**src/rtl/aab_pkg.sv**
```systemverilog
package aab_pkg;
  localparam int FIELD_LSB  = 12;  // entry bit holding address bit GRAN_BITS
  localparam int ADDR_SHIFT = 4;   // address is stored right-shifted by this
  localparam int GRAN_BITS  = 16;  // 64 KiB granule
  localparam int VALID_BIT  = 0;
endpackage

```
**src/rtl/aab_regfile.sv**
```systemverilog
module aab_regfile
  import aab_pkg::*;
#(
  parameter int NUM_PAIRS = 8,
  parameter int REG_W     = 32,
  parameter int ATTR_W    = 2
) (
  input  logic                                clk,
  input  logic                                rst_n,
  input  logic                                csr_we,
  input  logic                                csr_sel,
  input  logic [REG_W-1:0]                    csr_wdata,
  output logic [REG_W-1:0]                    csr_rdata,
  output logic [2*NUM_PAIRS-1:0][REG_W-1:0]   regs_o
);
  localparam int NREG  = 2 * NUM_PAIRS;
  localparam int IDX_W = (NREG > 1) ? $clog2(NREG) : 1;
  localparam logic [REG_W-1:0] LOW_MASK  = REG_W'((64'd1 << (ATTR_W + 1)) - 64'd1);
  localparam logic [REG_W-1:0] WMASK     = ({REG_W{1'b1}} << FIELD_LSB) | LOW_MASK;

  logic [IDX_W-1:0] idx_q;
  logic [NREG-1:0][REG_W-1:0] regs_q;

  always_ff @(posedge clk) begin
    if (!rst_n) begin
      idx_q  <= '0;
      regs_q <= '0;
    end else if (csr_we) begin
      if (!csr_sel) begin
        if (csr_wdata < REG_W'(NREG)) idx_q <= csr_wdata[IDX_W-1:0];
      end else begin
        regs_q[idx_q] <= csr_wdata & WMASK;
      end
    end
  end

  assign csr_rdata = csr_sel ? regs_q[idx_q] : REG_W'(idx_q);
  assign regs_o    = regs_q;
endmodule

```
**src/rtl/aab_range_cmp.sv**
```systemverilog
module aab_range_cmp
  import aab_pkg::*;
#(
  parameter int REG_W  = 32,
  parameter int ATTR_W = 2
) (
  input  logic [REG_W-1:0]           upper_reg,
  input  logic [REG_W-1:0]           lower_reg,
  input  logic [REG_W-FIELD_LSB-1:0] addr_fld,
  output logic                       match,
  output logic [ATTR_W-1:0]          attr
);
  logic active, above_lo, below_up;

  assign active   = upper_reg[VALID_BIT] & lower_reg[VALID_BIT];
  assign above_lo = addr_fld >= lower_reg[REG_W-1:FIELD_LSB];
  assign below_up = addr_fld <= upper_reg[REG_W-1:FIELD_LSB];
  assign match    = active & above_lo & below_up;
  assign attr     = lower_reg[ATTR_W:1];
endmodule

```
**src/rtl/aab_pick.sv**
```systemverilog
module aab_pick #(
  parameter int NUM_PAIRS = 8,
  parameter int ATTR_W    = 2
) (
  input  logic [NUM_PAIRS-1:0]             match,
  input  logic [NUM_PAIRS-1:0][ATTR_W-1:0] attr_in,
  output logic                             hit,
  output logic [ATTR_W-1:0]                attr_out
);
  always_comb begin
    hit      = 1'b0;
    attr_out = '0;
    for (int k = NUM_PAIRS - 1; k >= 0; k--) begin
      if (match[k]) begin
        hit      = 1'b1;
        attr_out = attr_in[k];
      end
    end
  end
endmodule

```
**src/rtl/addr_attr_bank.sv**
```systemverilog
module addr_attr_bank
  import aab_pkg::*;
#(
  parameter int NUM_PAIRS = 8,
  parameter int REG_W     = 32,
  parameter int ATTR_W    = 2
) (
  input  logic                        clk,
  input  logic                        rst_n,
  input  logic                        csr_we,
  input  logic                        csr_sel,
  input  logic [REG_W-1:0]            csr_wdata,
  output logic [REG_W-1:0]            csr_rdata,
  input  logic                        lk_valid,
  output logic                        lk_ready,
  input  logic [REG_W+ADDR_SHIFT-1:0] lk_addr,
  output logic                        rsp_valid,
  input  logic                        rsp_ready,
  output logic                        rsp_hit,
  output logic [ATTR_W-1:0]           rsp_attr
);
  localparam int PA_W  = REG_W + ADDR_SHIFT;
  localparam int FLD_W = REG_W - FIELD_LSB;

  logic [2*NUM_PAIRS-1:0][REG_W-1:0] regs;
  logic [NUM_PAIRS-1:0]              pair_match;
  logic [NUM_PAIRS-1:0][ATTR_W-1:0]  pair_attr;
  logic                              sel_hit;
  logic [ATTR_W-1:0]                 sel_attr;
  logic [FLD_W-1:0]                  addr_fld;

  aab_regfile #(.NUM_PAIRS(NUM_PAIRS), .REG_W(REG_W), .ATTR_W(ATTR_W)) u_regs (
    .clk(clk), .rst_n(rst_n), .csr_we(csr_we), .csr_sel(csr_sel),
    .csr_wdata(csr_wdata), .csr_rdata(csr_rdata), .regs_o(regs)
  );

  assign addr_fld = lk_addr[PA_W-1:GRAN_BITS];

  for (genvar k = 0; k < NUM_PAIRS; k++) begin : g_pair
    aab_range_cmp #(.REG_W(REG_W), .ATTR_W(ATTR_W)) u_cmp (
      .upper_reg(regs[2*k]), .lower_reg(regs[2*k+1]), .addr_fld(addr_fld),
      .match(pair_match[k]), .attr(pair_attr[k])
    );
  end

  aab_pick #(.NUM_PAIRS(NUM_PAIRS), .ATTR_W(ATTR_W)) u_pick (
    .match(pair_match), .attr_in(pair_attr), .hit(sel_hit), .attr_out(sel_attr)
  );

  assign lk_ready = !rsp_valid || rsp_ready;

  always_ff @(posedge clk) begin
    if (!rst_n) begin
      rsp_valid <= 1'b0;
      rsp_hit   <= 1'b0;
      rsp_attr  <= '0;
    end else if (lk_valid && lk_ready) begin
      rsp_valid <= 1'b1;
      rsp_hit   <= sel_hit;
      rsp_attr  <= sel_attr;
    end else if (rsp_ready) begin
      rsp_valid <= 1'b0;
    end
  end
endmodule

```
**config.mk**
```make
export PLATFORM = sky130hd
export DESIGN_NAME = addr_attr_bank
export DESIGN_NICKNAME = d
export VERILOG_FILES = /design/src/rtl/aab_pkg.sv /design/src/rtl/aab_regfile.sv /design/src/rtl/aab_range_cmp.sv /design/src/rtl/aab_pick.sv /design/src/rtl/addr_attr_bank.sv
export SDC_FILE = /design/constraint.sdc
export NUM_CORES = 1
export LEC_CHECK = 0
export CAP_MARGIN = 20
export CORE_MARGIN = 2
export CORE_UTILIZATION = 60
export CTS_CLUSTER_DIAMETER = 60
export CTS_CLUSTER_SIZE = 24
export DETAILED_ROUTE_END_ITERATION = 12
export PLACE_DENSITY = 0.89
export SYNTH_ARGS = -nofsm -noshare
export SYNTH_HDL_FRONTEND = slang
export SYNTH_SLANG_ARGS = --single-unit
```
**constraint.sdc**
```tcl
create_clock -name clk -period 3.45 [get_ports clk]
set_input_delay 0.345 -clock clk [delete_from_list [all_inputs] [get_ports clk]]
set_output_delay 0.345 -clock clk [all_outputs]
set_load 0.03 [all_outputs]
```
Word-level counts from Yosys, hierarchy flattened:

Index checks and enable logic that the tools add are counted.

* $lt $le $gt $ge: 19
* multiplexer cells: 24
* bitwise logic cells: 25
* reductions and logical operators: 7

Operator list (count)
* $bwmux W512: 1
* $ge A20 B20 Y1: 8
* $le A20 B20 Y1: 8
* $bmux W32 S4: 1
* $demux W32 S4: 1
* $mux W32: 3
* $lt A32 B5 Y1 const B: 1
* $and A1 B1 Y1: 24
* $mux W2: 8
* $mux W1: 10
* $lt A4 B5 Y1 const B: 1
* $ge A4 B1 Y1 const B: 1
* $reduce_and A3 Y1: 1
* $logic_and A1 B1 Y1: 2
* $reduce_and A2 Y1: 1
* $reduce_bool A2 Y1: 1
* $logic_not A1 Y1: 1
* $logic_or A1 B1 Y1: 1
* $not A1 Y1: 1

* register bits after elaboration: 520
* bits of input ports: 74
* logic and storage cells: 95

Depth between registers and ports, before layout:

* depth in word-level cells: 11
* depth in mapped cells: 10
* depth with buffers taken out: 10

Modules after synthesis:

From an unflattened synthesis, not the netlist that was laid out.

* cells, all modules: 3206
* area total of the unflattened synthesis: 25836.0 um2

By module, submodules not included
* aab_regfile: cells each 2056, times used 1, area an instance 17385.4 um2
* aab_range_cmp (g_pair[0].u_cmp ...): cells each 138, times used 7, area an instance 1016.0 um2
* aab_range_cmp (g_pair[5].u_cmp): cells each 138, times used 1, area an instance 1023.5 um2
* addr_attr_bank: cells each 17, times used 1, area an instance 170.2 um2
* aab_pick: cells each 29, times used 1, area an instance 145.1 um2

Least setup slack after synthesis:

No wires, ideal clock.

* path kind: register -> output
* start point: register u_regs.idx_q[0]
* end point: output port csr_rdata[20]
* arrival time: 2.232 ns
* slack: 0.873 ns
* buffers on the path: 2
* cell stages (with the launch flop): 6
* cell sequence: dfxtp_1 -> buf_4 -> buf_1 -> mux4_2 -> mux4_2 -> and2_1

* cells in the longest elaborated chain, start to end: 3

Ends and longest elaborated chain
* start: declaration: RTL line aab_regfile.sv:21 `logic [IDX_W-1:0] idx_q;`
* start signal: assignment: RTL line aab_regfile.sv:30 `if (csr_wdata < REG_W'(NREG)) idx_q <= csr_wdata[IDX_W-1:0];`
* $bmux W32 S4: RTL line aab_regfile.sv:37 `assign csr_rdata = csr_sel ? regs_q[idx_q] : REG_W'(idx_q);`
* $mux W32 (implied by the code): RTL line aab_regfile.sv:37
* $mux W32: RTL line aab_regfile.sv:37
* end: declaration: RTL line addr_attr_bank.sv:13 `output logic [REG_W-1:0] csr_rdata,`

No other way between the ends. The select of a mux whose other input is x is not followed.

Worst setup path in the final report:

* start point: register u_regs.idx_q[0]
* end point: output port csr_rdata[0]

* cells in the longest elaborated chain, start to end: 3

Ends and longest elaborated chain (RTL line)
* $bmux W32 S4: aab_regfile.sv:37
* $mux W32 (implied by the code): aab_regfile.sv:37
* $mux W32 (*): aab_regfile.sv:37

Every way passes the cells marked *; elsewhere a longest branch is shown, timed or not. The select of a mux whose other input is x is not followed.

==> results.toml <==
[timing]
fin_crit_sh_pct = 97.59
hold_viol = 0
hold_ws_ns = 0.4148
rsz0062_at_grt = "no"
tightestPinTransition_ns = 0.9856
fin_ws_ns = 0.08310
slew-limit-headroom_pct = 34.13
tns_ns = 0
setup_viol = 0
finClkSkew_ns = 0.02179
max_freq_mhz = 297.0
final_max_slew_viol_count = 0
fin_crit_ns = 3.367

[synthesis]
synth_top_cell_area_share_pct = 29.76
syn-mean-instance-area_um2 = 8.389
async_reset_ff_share_pct = 0
synth_cells = 3015
synth_edf_count = 0
yosys_warnings = 0
synth_area_leaders = "dfxtp_1 30%, ha_1 16%, nand2_1 12%, mux4_2 10%, a21boi_0 9.6%"
ys_seq_area_share_pct = 29.76
ys_ff_latch = 376
synth_ff_type = "dfxtp_1"
yosysTopAreaCell = "dfxtp_1"
synth_cell_type_count = 69
synth_area_mm2 = 0.02529

[route]
dr.pass1.iters = 6
vias_per_cell = 6.365
routed_wl_mm = 80.30
drc = 0
antenna_left = 0
via_count = 23240
wl_per_cell_um = 22.00
drtIter0Drc = 2524

[worst_setup_path]
r2r_setup_slack_ns = 0.47
critPathKind = "reg2out"
reg2regPathDepth = 10
critPathLaunchType = "flop"
worstPathArrival_ns = 3.02
reg2reg_from = "u_regs.regs_o[242]"
critPathRequiredTime_ns = 3.11
crit_start = "u_regs.idx_q[0]"
cp_max_fo = 11
reg2reg_to = "rsp_attr[1]"
critPathCaptureType = "primary output"

[finish]
design_area_mm2 = 0.02852
final_cells = 3651
layout_common_cells = "803 x nand2_1, 373 x dfxtp_1, 323 x a21boi_0"
nNetsFinal = 3482
syn_to_final_growth_pct = 12.76
mostFrequentLayoutCell = "nand2_1"
drive_gt1_share_pct = 10.80

[clocking]
htreeDepth = 2
cts_tree = "yes"
clockBufferDepth = 3
clkSlewWorstSetupHoldPaths_ns = 0.08
cts_made_buffers = 34
clk_latency_ns = 0.57
clockRootBuffer = "clkbuf_16"
cts_hold_buf = 0
cts_sinks = 376

[placed_design]
dp.cells = 3582
dpl_worst_slack_ns = -0.06653
globalplace.congestion = 1.009
dp_hpwl_mm = 59.29
placement.io_buffers = 86
place_area_mm2 = 0.02728

[power_and_ir_drop]
p_comb_share_pct = 12.2
power_density_mw_per_mm2 = 330.5
clock_power_share_pct = 41.5
max-vdd-ir-drop_v = 0.0003709
swShare_pct = 27.15
power.internal_w = 0.006867
seqPwrFrac_pct = 46.3
p_switching_w = 0.002559
leakagePower_nw = 9.916

[status]
status = "finished, final reports clean"

[floorplan]
row_count = 75
die_h_um = 209.3
start_util_pct = 60.57
core_mm2 = 0.04176
ios = 111
die_x_um = 209.3
dieArea_mm2 = 0.04381

[min_path]
whs_path_depth = 3
min_to = "rsp_valid"
min_from = "lk_valid"
hp-class = "in2reg"

[grt]
grt_overflow = 0
grt_max_degree = 173
grt_pass1_wl_mm = 124.4
antenna_found_initial = 2
track_usage_pct = 36.38
grt_pass1_vias = 23250

[run]
drv_cap = 0
==> how the worst max path moves through the flow <==
stage                    endpoint
finish               csr_rdata[0]
global placement      rsp_attr[1]
CTS                 csr_rdata[18]
detailed placement    rsp_attr[0]
global route         csr_rdata[0]
floorplan           csr_rdata[20]
==> layout make-up <==
type | instances | area, µm²
clock buffer | 39 | 910.9
multi-input combinational | 2135 | 15790
inverter | 318 | 1194
tap | 539 | 674.4
antenna | 1 | 2.502
fill | 3116 | 13240
sequential | 376 | 7536
timing repair buffer | 223 | 2225
clock inverter | 20 | 190.2
==> sequential cells by signal, indices dropped and copies added (netlist names) <==
| register | cells |
|---|---|
| rsp_attr | 2 |
| rsp_hit | 1 |
| rsp_valid | 1 |
| u_regs.regs_o | 368 |
| u_regs.idx_q | 4 |
==> power groups by stage <==
| stage | Clock, W | Combinational [W] | Sequential [W] |
|---|---|---|---|
| 6_report | 0.00391 | 0.00115 | 0.00436 |
| 5_1_grt | 0.00408 | 0.00123 | 0.00436 |
| 4_1_cts | 0.00392 | 0.00112 | 0.00436 |
| 3_5_place_dp | 0 | 0.00111 | 0.00446 |
| 3_3_place_gp | 0 | 0.00105 | 0.00446 |
| 2_1_floorplan | 0 | 0.000617 | 0.00447 |
==> synth_stat cells, drive strengths merged (28+ instances only) <==
| master | count |
|---|---|
| nand2 | 803 |
| dfxtp | 376 |
| a21boi | 372 |
| ha | 320 |
| inv | 318 |
| clkbuf | 127 |
| mux4 | 114 |
| a21oi | 82 |
| buf | 66 |
| nand4 | 47 |
| nor2 | 43 |
| a21o | 42 |
| o21ai | 36 |
| nand3 | 35 |
| and2 | 28 |
==> kinds of logic (layout without fill, tap and decap cells) <==
group                    count (synthesis)  count (layout)  share of synthesized area (%)
adder cells (fa/ha/maj)                320             320                          15.83
flip-flops                             376             376                          29.76
buffers and inverters                  511             600                          7.964
multiplexers                           122             122                          10.48
AND/OR/NAND/NOR                       1044            1044                          17.55
other                                    1               9                        0.01483
AO/OA/AOI/OAI                          641             641                          18.40
==> what timing repair did <==
item,in CTS,in global routing
setup endpoints to repair,23,7
buffers inserted,9,0
gates resized for setup,10,7
==> stage by stage <==
| stage | utilization [%] | total power, W |
|---|---|---|
| 2_1_floorplan | - | 0.005083 |
| 3_3_place_gp | 65.32 | 0.005516 |
| 3_5_place_dp | 65.32 | 0.005574 |
| 4_1_cts | 68.25 | 0.009401 |
| 5_1_grt | 68.29 | 0.009680 |
| 6_report | 68.30 | 0.009425 |
==> per-layer routing <==
metal	up-vias	track usage, %	routed length (µm)
met5	-	0	11
met2	1408	59.45	36880
met3	359	5.985	8717
met4	2	23.05	5327
li1	10440	-	-
met1	11030	44.99	29370
==> worst max-delay path, cell delays in order (launching register included) <==
cell and delay (ns):
dfxtp_4 0.37, buf_6 0.16, buf_16 0.18, buf_4 0.19
mux4_2 0.57, mux4_2 0.52, mux2_2 0.29, buf_4 0.17
No activity file was read; power rests on OpenSTA's default activity.
